### src/rtl/sout_pkg.sv
package sout_pkg;

  typedef enum logic [1:0] {
    ST_IDLE,
    ST_ARM,
    ST_SHIFT,
    ST_FLUSH
  } portState_t;

  typedef struct packed {
    logic take;    // load shifter from held word, enable output
    logic shift;   // advance to next bit
    logic finish;  // last bit period ended, word consumed
    logic drop;    // read abandoned, output floats
    logic busy;    // a word is in flight
  } dpStrobe_t;

endpackage

### src/rtl/sout_sync.sv
module sout_sync #(
  parameter int STAGES = 2,
  parameter logic RESET_VAL = 1'b0
) (
  input  logic clk,
  input  logic rstN,
  input  logic din,
  output logic q
);
  logic [STAGES-1:0] chain;

  generate
    for (genvar i = 0; i < STAGES; i++) begin : g_stage
      if (i == 0) begin : g_first
        always_ff @(posedge clk or negedge rstN)
          if (!rstN) chain[0] <= RESET_VAL;
          else       chain[0] <= din;
      end else begin : g_next
        always_ff @(posedge clk or negedge rstN)
          if (!rstN) chain[i] <= RESET_VAL;
          else       chain[i] <= chain[i-1];
      end
    end
  endgenerate

  assign q = chain[STAGES-1];
endmodule

### src/rtl/sout_ctrl.sv
module sout_ctrl
  import sout_pkg::*;
#(
  parameter int WORD_W = 16
) (
  input  logic      clk,
  input  logic      rstN,
  input  logic      csS,
  input  logic      sclkS,
  input  logic      wordReady,
  output dpStrobe_t stb
);
  localparam int CNT_W = $clog2(WORD_W);
  localparam logic [CNT_W-1:0] LAST_BIT = CNT_W'(WORD_W - 1);

  portState_t state, stateNext;
  logic [CNT_W-1:0] bitCnt;
  logic csPrev, sclkPrev;
  logic csFall, sclkRise, sclkFall;

  assign csFall   = csPrev & ~csS;
  assign sclkRise = ~sclkPrev & sclkS;
  assign sclkFall = sclkPrev & ~sclkS;

  always_comb begin
    stb       = '0;
    stateNext = state;
    case (state)
      ST_IDLE: begin
        if (csFall && wordReady) begin
          stb.take  = 1'b1;
          stateNext = ST_ARM;
        end
      end
      ST_ARM: begin
        if (csS) begin
          stb.drop  = 1'b1;
          stateNext = ST_IDLE;
        end else if (sclkRise) begin
          stateNext = ST_SHIFT;
        end
      end
      ST_SHIFT: begin
        if (sclkFall) begin
          if (bitCnt == LAST_BIT) begin
            stb.finish = 1'b1;
            stateNext  = ST_IDLE;
          end else if (csS) begin
            stb.drop  = 1'b1;
            stateNext = ST_IDLE;
          end else begin
            stb.shift = 1'b1;
          end
        end else if (csS) begin
          stateNext = ST_FLUSH;
        end
      end
      ST_FLUSH: begin
        if (sclkFall) begin
          if (bitCnt == LAST_BIT) stb.finish = 1'b1;
          else                    stb.drop   = 1'b1;
          stateNext = ST_IDLE;
        end
      end
      default: stateNext = ST_IDLE;
    endcase
    stb.busy = (state != ST_IDLE) || stb.take;
  end

  always_ff @(posedge clk or negedge rstN) begin
    if (!rstN) begin
      state    <= ST_IDLE;
      bitCnt   <= '0;
      csPrev   <= 1'b1;
      sclkPrev <= 1'b0;
    end else begin
      state    <= stateNext;
      csPrev   <= csS;
      sclkPrev <= sclkS;
      if (stb.take)       bitCnt <= '0;
      else if (stb.shift) bitCnt <= bitCnt + 1'b1;
    end
  end
endmodule

### src/rtl/sout_dpath.sv
module sout_dpath
  import sout_pkg::*;
#(
  parameter int WORD_W = 16
) (
  input  logic              clk,
  input  logic              rstN,
  input  dpStrobe_t         stb,
  input  logic              loadValid,
  input  logic [WORD_W-1:0] loadWord,
  output logic              wordReady,
  output logic              sdo,
  output logic              sdoEn
);
  logic [WORD_W-1:0] curWord, pendWord, shReg;
  logic curFull, pendFull, oe;
  logic retire;

  assign retire = stb.finish | stb.drop;

  always_ff @(posedge clk or negedge rstN) begin
    if (!rstN) begin
      curWord  <= '0;
      pendWord <= '0;
      curFull  <= 1'b0;
      pendFull <= 1'b0;
    end else if (retire) begin
      if (loadValid) begin
        curWord  <= loadWord;
        curFull  <= 1'b1;
        pendFull <= 1'b0;
      end else if (pendFull) begin
        curWord  <= pendWord;
        curFull  <= 1'b1;
        pendFull <= 1'b0;
      end else if (stb.finish) begin
        curFull <= 1'b0;
      end
    end else if (loadValid) begin
      if (stb.busy) begin
        pendWord <= loadWord;
        pendFull <= 1'b1;
      end else begin
        curWord <= loadWord;
        curFull <= 1'b1;
      end
    end
  end

  always_ff @(posedge clk or negedge rstN) begin
    if (!rstN) begin
      shReg <= '0;
      oe    <= 1'b0;
    end else begin
      if (stb.take)       shReg <= curWord;
      else if (stb.shift) shReg <= {shReg[WORD_W-2:0], 1'b0};
      if (stb.take)       oe <= 1'b1;
      else if (retire)    oe <= 1'b0;
    end
  end

  assign wordReady = curFull;
  assign sdoEn     = oe;
  assign sdo       = oe & shReg[WORD_W-1];
endmodule

### src/rtl/sout_port.sv
module sout_port
  import sout_pkg::*;
#(
  parameter int WORD_W      = 16,
  parameter int SYNC_STAGES = 2
) (
  input  logic              clk,
  input  logic              rstN,
  input  logic              loadValid,
  input  logic [WORD_W-1:0] loadWord,
  input  logic              csN,
  input  logic              sclk,
  output logic              rdyN,
  output logic              sdo,
  output logic              sdoEn
);
  logic csS, sclkS, wordReady;
  dpStrobe_t stb;

  sout_sync #(.STAGES(SYNC_STAGES), .RESET_VAL(1'b1)) u_csSync (
    .clk(clk), .rstN(rstN), .din(csN), .q(csS)
  );

  sout_sync #(.STAGES(SYNC_STAGES), .RESET_VAL(1'b0)) u_sclkSync (
    .clk(clk), .rstN(rstN), .din(sclk), .q(sclkS)
  );

  sout_ctrl #(.WORD_W(WORD_W)) u_ctrl (
    .clk(clk), .rstN(rstN), .csS(csS), .sclkS(sclkS),
    .wordReady(wordReady), .stb(stb)
  );

  sout_dpath #(.WORD_W(WORD_W)) u_dpath (
    .clk(clk), .rstN(rstN), .stb(stb), .loadValid(loadValid),
    .loadWord(loadWord), .wordReady(wordReady), .sdo(sdo), .sdoEn(sdoEn)
  );

  assign rdyN = ~wordReady;
endmodule

### config.mk
export PLATFORM = sky130hd
export DESIGN_NAME = sout_port
export DESIGN_NICKNAME = d
export VERILOG_FILES = /design/src/rtl/sout_pkg.sv /design/src/rtl/sout_sync.sv /design/src/rtl/sout_ctrl.sv /design/src/rtl/sout_dpath.sv /design/src/rtl/sout_port.sv
export SDC_FILE = /design/constraint.sdc
export NUM_CORES = 1
export LEC_CHECK = 0
export CAP_MARGIN = 30
export CORE_UTILIZATION = 45
export CTS_BUF_LIST = sky130_fd_sc_hd__clkbuf_8
export CTS_CLUSTER_SIZE = 25
export DETAILED_ROUTE_END_ITERATION = 10
export SETUP_SLACK_MARGIN = 0.3
export SLEW_MARGIN = 20
export SYNTH_ARGS = -nofsm -noshare
export SYNTH_HDL_FRONTEND = slang
export SYNTH_SLANG_ARGS = --single-unit
### constraint.sdc
create_clock -name clk -period 2.9 [get_ports clk]
set_input_delay 0.725 -clock clk [delete_from_list [all_inputs] [get_ports clk]]
set_output_delay 0.725 -clock clk [all_outputs]
set_load 0.05 [all_outputs]
==> summary.txt <==
Placed design
  – DP Worst Slack: 363 ps
  – Dpl cell area: 3070 um^2
  – Post-Place Cells: 313
  – Global placer's final weighted congestion: 0.745
  – Input/output buffers: 23
  – Final HPWL DP: 3260 um

Floorplan
  – Initial Util: 46.7%
  – Core Rows: 28
  – # IOs: 24
  – Die X: 80.4 um
  – Die area: 6470 um^2
  – Die height: 80.4 um
  – Total core area: 5920 um^2

Logic synthesis
  – Post-Syn Instances: 220
  – Yosys warning count: 0
  – Synth Cell Area: 2770 um^2
  – Post-synthesis sequential area ratio: 57.1%
  – Net count after synthesis: 242
  – Syn avg cell area: 12.6 um^2
  – Unique cell type count in the Yosys netlist: 40
  – Number of synthesized register bits: 63

Timing
  – Rel. slew slack: 61.1%
  – Setup TNS: 0 ps
  – Fin crit period: 2420 ps
  – Max frequency: 0.413 GHz
  – Fin worst setup slack: 477 ps
  – Worst-Margin Slew: 584 ps
  – Worst Skew: 5.44 ps
  – RSZ-0062 raised after global routing: no
  – Setup-failing EPs final: 0
  – Tcrit/Tclk final: 83.5%
  – Hold Fails Final Rpt: 0
  – Final Max Tran Viols: 0

Worst setup path
  – CP Class: flop to output pin
  – Internal reg-to-reg setup slack: 700 ps
  – CP Max Fanout: 3
  – Worst Setup Start Kind: flop
  – WP data arrival: 1700 ps
  – Worst r2r src: u_ctrl.bitCnt[0]
  – Crit path capture: sdo
  – Req. time, crit path: 2170 ps
  – Setup crit start: u_dpath.sdoEn
  – Reg2reg path depth: 6
  – R2r endpoint: u_dpath.pendWord[10]
  – CP Capture Type: output pin

Clocking
  – Clk buf depth: 2
  – Clock slew at reported path FFs: 60 ps
  – Num Clock Sinks: 63
  – CTS buffer count: 9
  – Hold Buf Count CTS: 0
  – CTS tree: yes
  – H-tree depth: 3
  – Clk_lat worst skew: 330 ps
  – CTS root buf: clkbuf_8

Final layout
  – Area delta synth->final: 18.5%
  – Ant. Diodes: 0
  – Net count, final: 273
  – Final cell count without fillers: 330
  – Final core utilization: 55.4%
  – Share of layout cells above drive strength 1: 25.1%
  – Final Instance Area: 3280 um^2

Detailed routing
  – ANT nets after route: 0
  – Vias: 1750
  – Wirelength per Cell: 15.5 um
  – DRC: 0
  – DR pass1 iterations: 4
  – Total wire length: 5120 um
  – Vias per Instance: 5.30
  – Initial DRC Count: 64

Power
  – Combinational share of power: 31.0%
  – Internal: 2.23 mW
  – Pwr per Cell Area: 984 nW/um^2
  – Leakage: 1.30 nW
  – Clock power share: 23.4%
  – Flop pwr share: 45.6%
  – Switching power share of the total: 30.8%
  – Worst vdd ir: 0.000428 V
  – Sw Pwr: 0.993 mW

Status
  – Status: finished clean

Worst hold path
  – HP Class: flop to flop

Global routing
  – Initial antenna violation count: 0
  – First-pass GRT wire length: 8620 um
  – Via count of the first global-routing pass: 1738
  – Largest net degree at the start of global routing: 40
  – All-layer global routing usage: 18.6%
  – Grt ovf: 0

Job
  – Max-Cap Viols: 0
[cell usage in the layout (no fill, tap or decap), types with 9 or more instances in the layout]
cell type / instances
a21oi_1: 16
dfrtp_1: 60
mux2i_1: 15
o221a_2: 16
clkdlybuf4s50_1: 22
nand2b_1: 16
mux2_2: 15
clkbuf_8: 11
o21ai_0: 9
nor2_1: 19
[timing repair]
item,4_1_cts,5_1_grt
gates resized for setup,0,0
endpoints found under the setup margin,0,16
buffers inserted,0,2
[worst min-delay path by stage]
stage                         from  slack [ps]           end  cells after the start
4_1_cts        u_sclkSync.chain[0]         350  u_sclkSync.q                      0
2_1_floorplan  u_sclkSync.chain[0]         330  u_sclkSync.q                      0
3_3_place_gp   u_sclkSync.chain[0]         340  u_sclkSync.q                      0
3_5_place_dp   u_sclkSync.chain[0]         340  u_sclkSync.q                      0
6_report       u_sclkSync.chain[0]         350  u_sclkSync.q                      0
5_1_grt          u_csSync.chain[0]         360    u_csSync.q                      0
[flip-flops by register name, summed over array words and instances (netlist names)]
register	cells
u_dpath.pendFull	1
u_sclkSync.q	1
u_dpath.wordReady	1
u_sclkSync.chain	1
u_ctrl.csPrev	1
u_dpath.curWord	16
u_dpath.sdoEn	1
u_ctrl.sclkPrev	1
u_dpath.shReg	16
u_ctrl.state	2
u_dpath.pendWord	16
u_csSync.q	1
u_csSync.chain	1
u_ctrl.bitCnt	4
[per-layer routing]
metal / up-vias / global-route usage (%) / share of wire (%) / wire, um
li1: 859 / - / - / -
met1: 848 / 24.2 / 49 / 2510
met2: 35 / 28.9 / 45 / 2310
met3: 8 / 6.48 / 4.6 / 236
met4: 0 / 5.89 / 1.3 / 65
met5: - / 0 / 0 / 0
[logic make-up after synthesis]
kind of cell / Yosys count / share of synthesized area (%)
flops: 63 / 57.1
fa+ha+maj: 1 / 0.452
buf+inv: 15 / 3.57
xor+xnor: 3 / 0.950
compound gates: 53 / 15.4
simple gates: 54 / 10.6
mux: 31 / 11.9
[synth_stat cells, drive strengths merged]
library cell	count	area (um^2)
a21oi	16	80.1
nand2	6	22.5
ha	1	12.5
a21o	2	15.0
dfstp	3	78.8
or2	1	6.26
xnor2	2	17.5
a311oi	1	8.76
o21ai	10	53.8
o2111a	1	11.3
dfrtp	60	1500
clkbuf	1	3.75
nor2	19	71.3
a22oi	1	12.5
inv	4	15.0
nand3	2	10.0
nand4	1	6.26
nor3b	2	15.0
a211oi	1	7.51
a311o	1	10.0
xor2	1	8.76
o211ai	1	7.51
o32ai	1	16.3
o21a	2	22.5
o221a	16	180
mux2i	15	150
nor3	3	31.3
buf	10	80.1
and2	1	6.26
nand2b	16	100
mux2	16	180
nand3b	1	7.51
and3b	2	17.5
[through the flow]
step           hold slack [ps]  total power, mW
2_1_floorplan              331             2.23
3_3_place_gp               340             2.44
3_5_place_dp               343             2.48
4_1_cts                    354             3.25
5_1_grt                    362             3.44
6_report                   353             3.23
[power groups by stage]
stage	Sequential [mW]	Clock (mW)	Combinational, mW
CTS	1.47	0.776	1.00
global placement	1.47	0	0.968
detailed placement	1.48	0	0.995
floorplan	1.43	0	0.802
global route	1.52	0.815	1.11
finish	1.47	0.757	1.00
[critical path: stages, from the launching register on]
cell and delay (ps):
dfrtp_1 400, and2_1 160, clkdlybuf4s50_1 800
[cell type report]
class                      count  area [um^2]
clock buffer                  11          151
inverter                       4         15.0
multi-input combinational    142         1090
sequential                    63         1580
timing repair buffer          31          298
tap                           75         93.8
fill                         513         2640
clock inverter                 4         46.3
No activity file was read; power rests on OpenSTA's default activity.
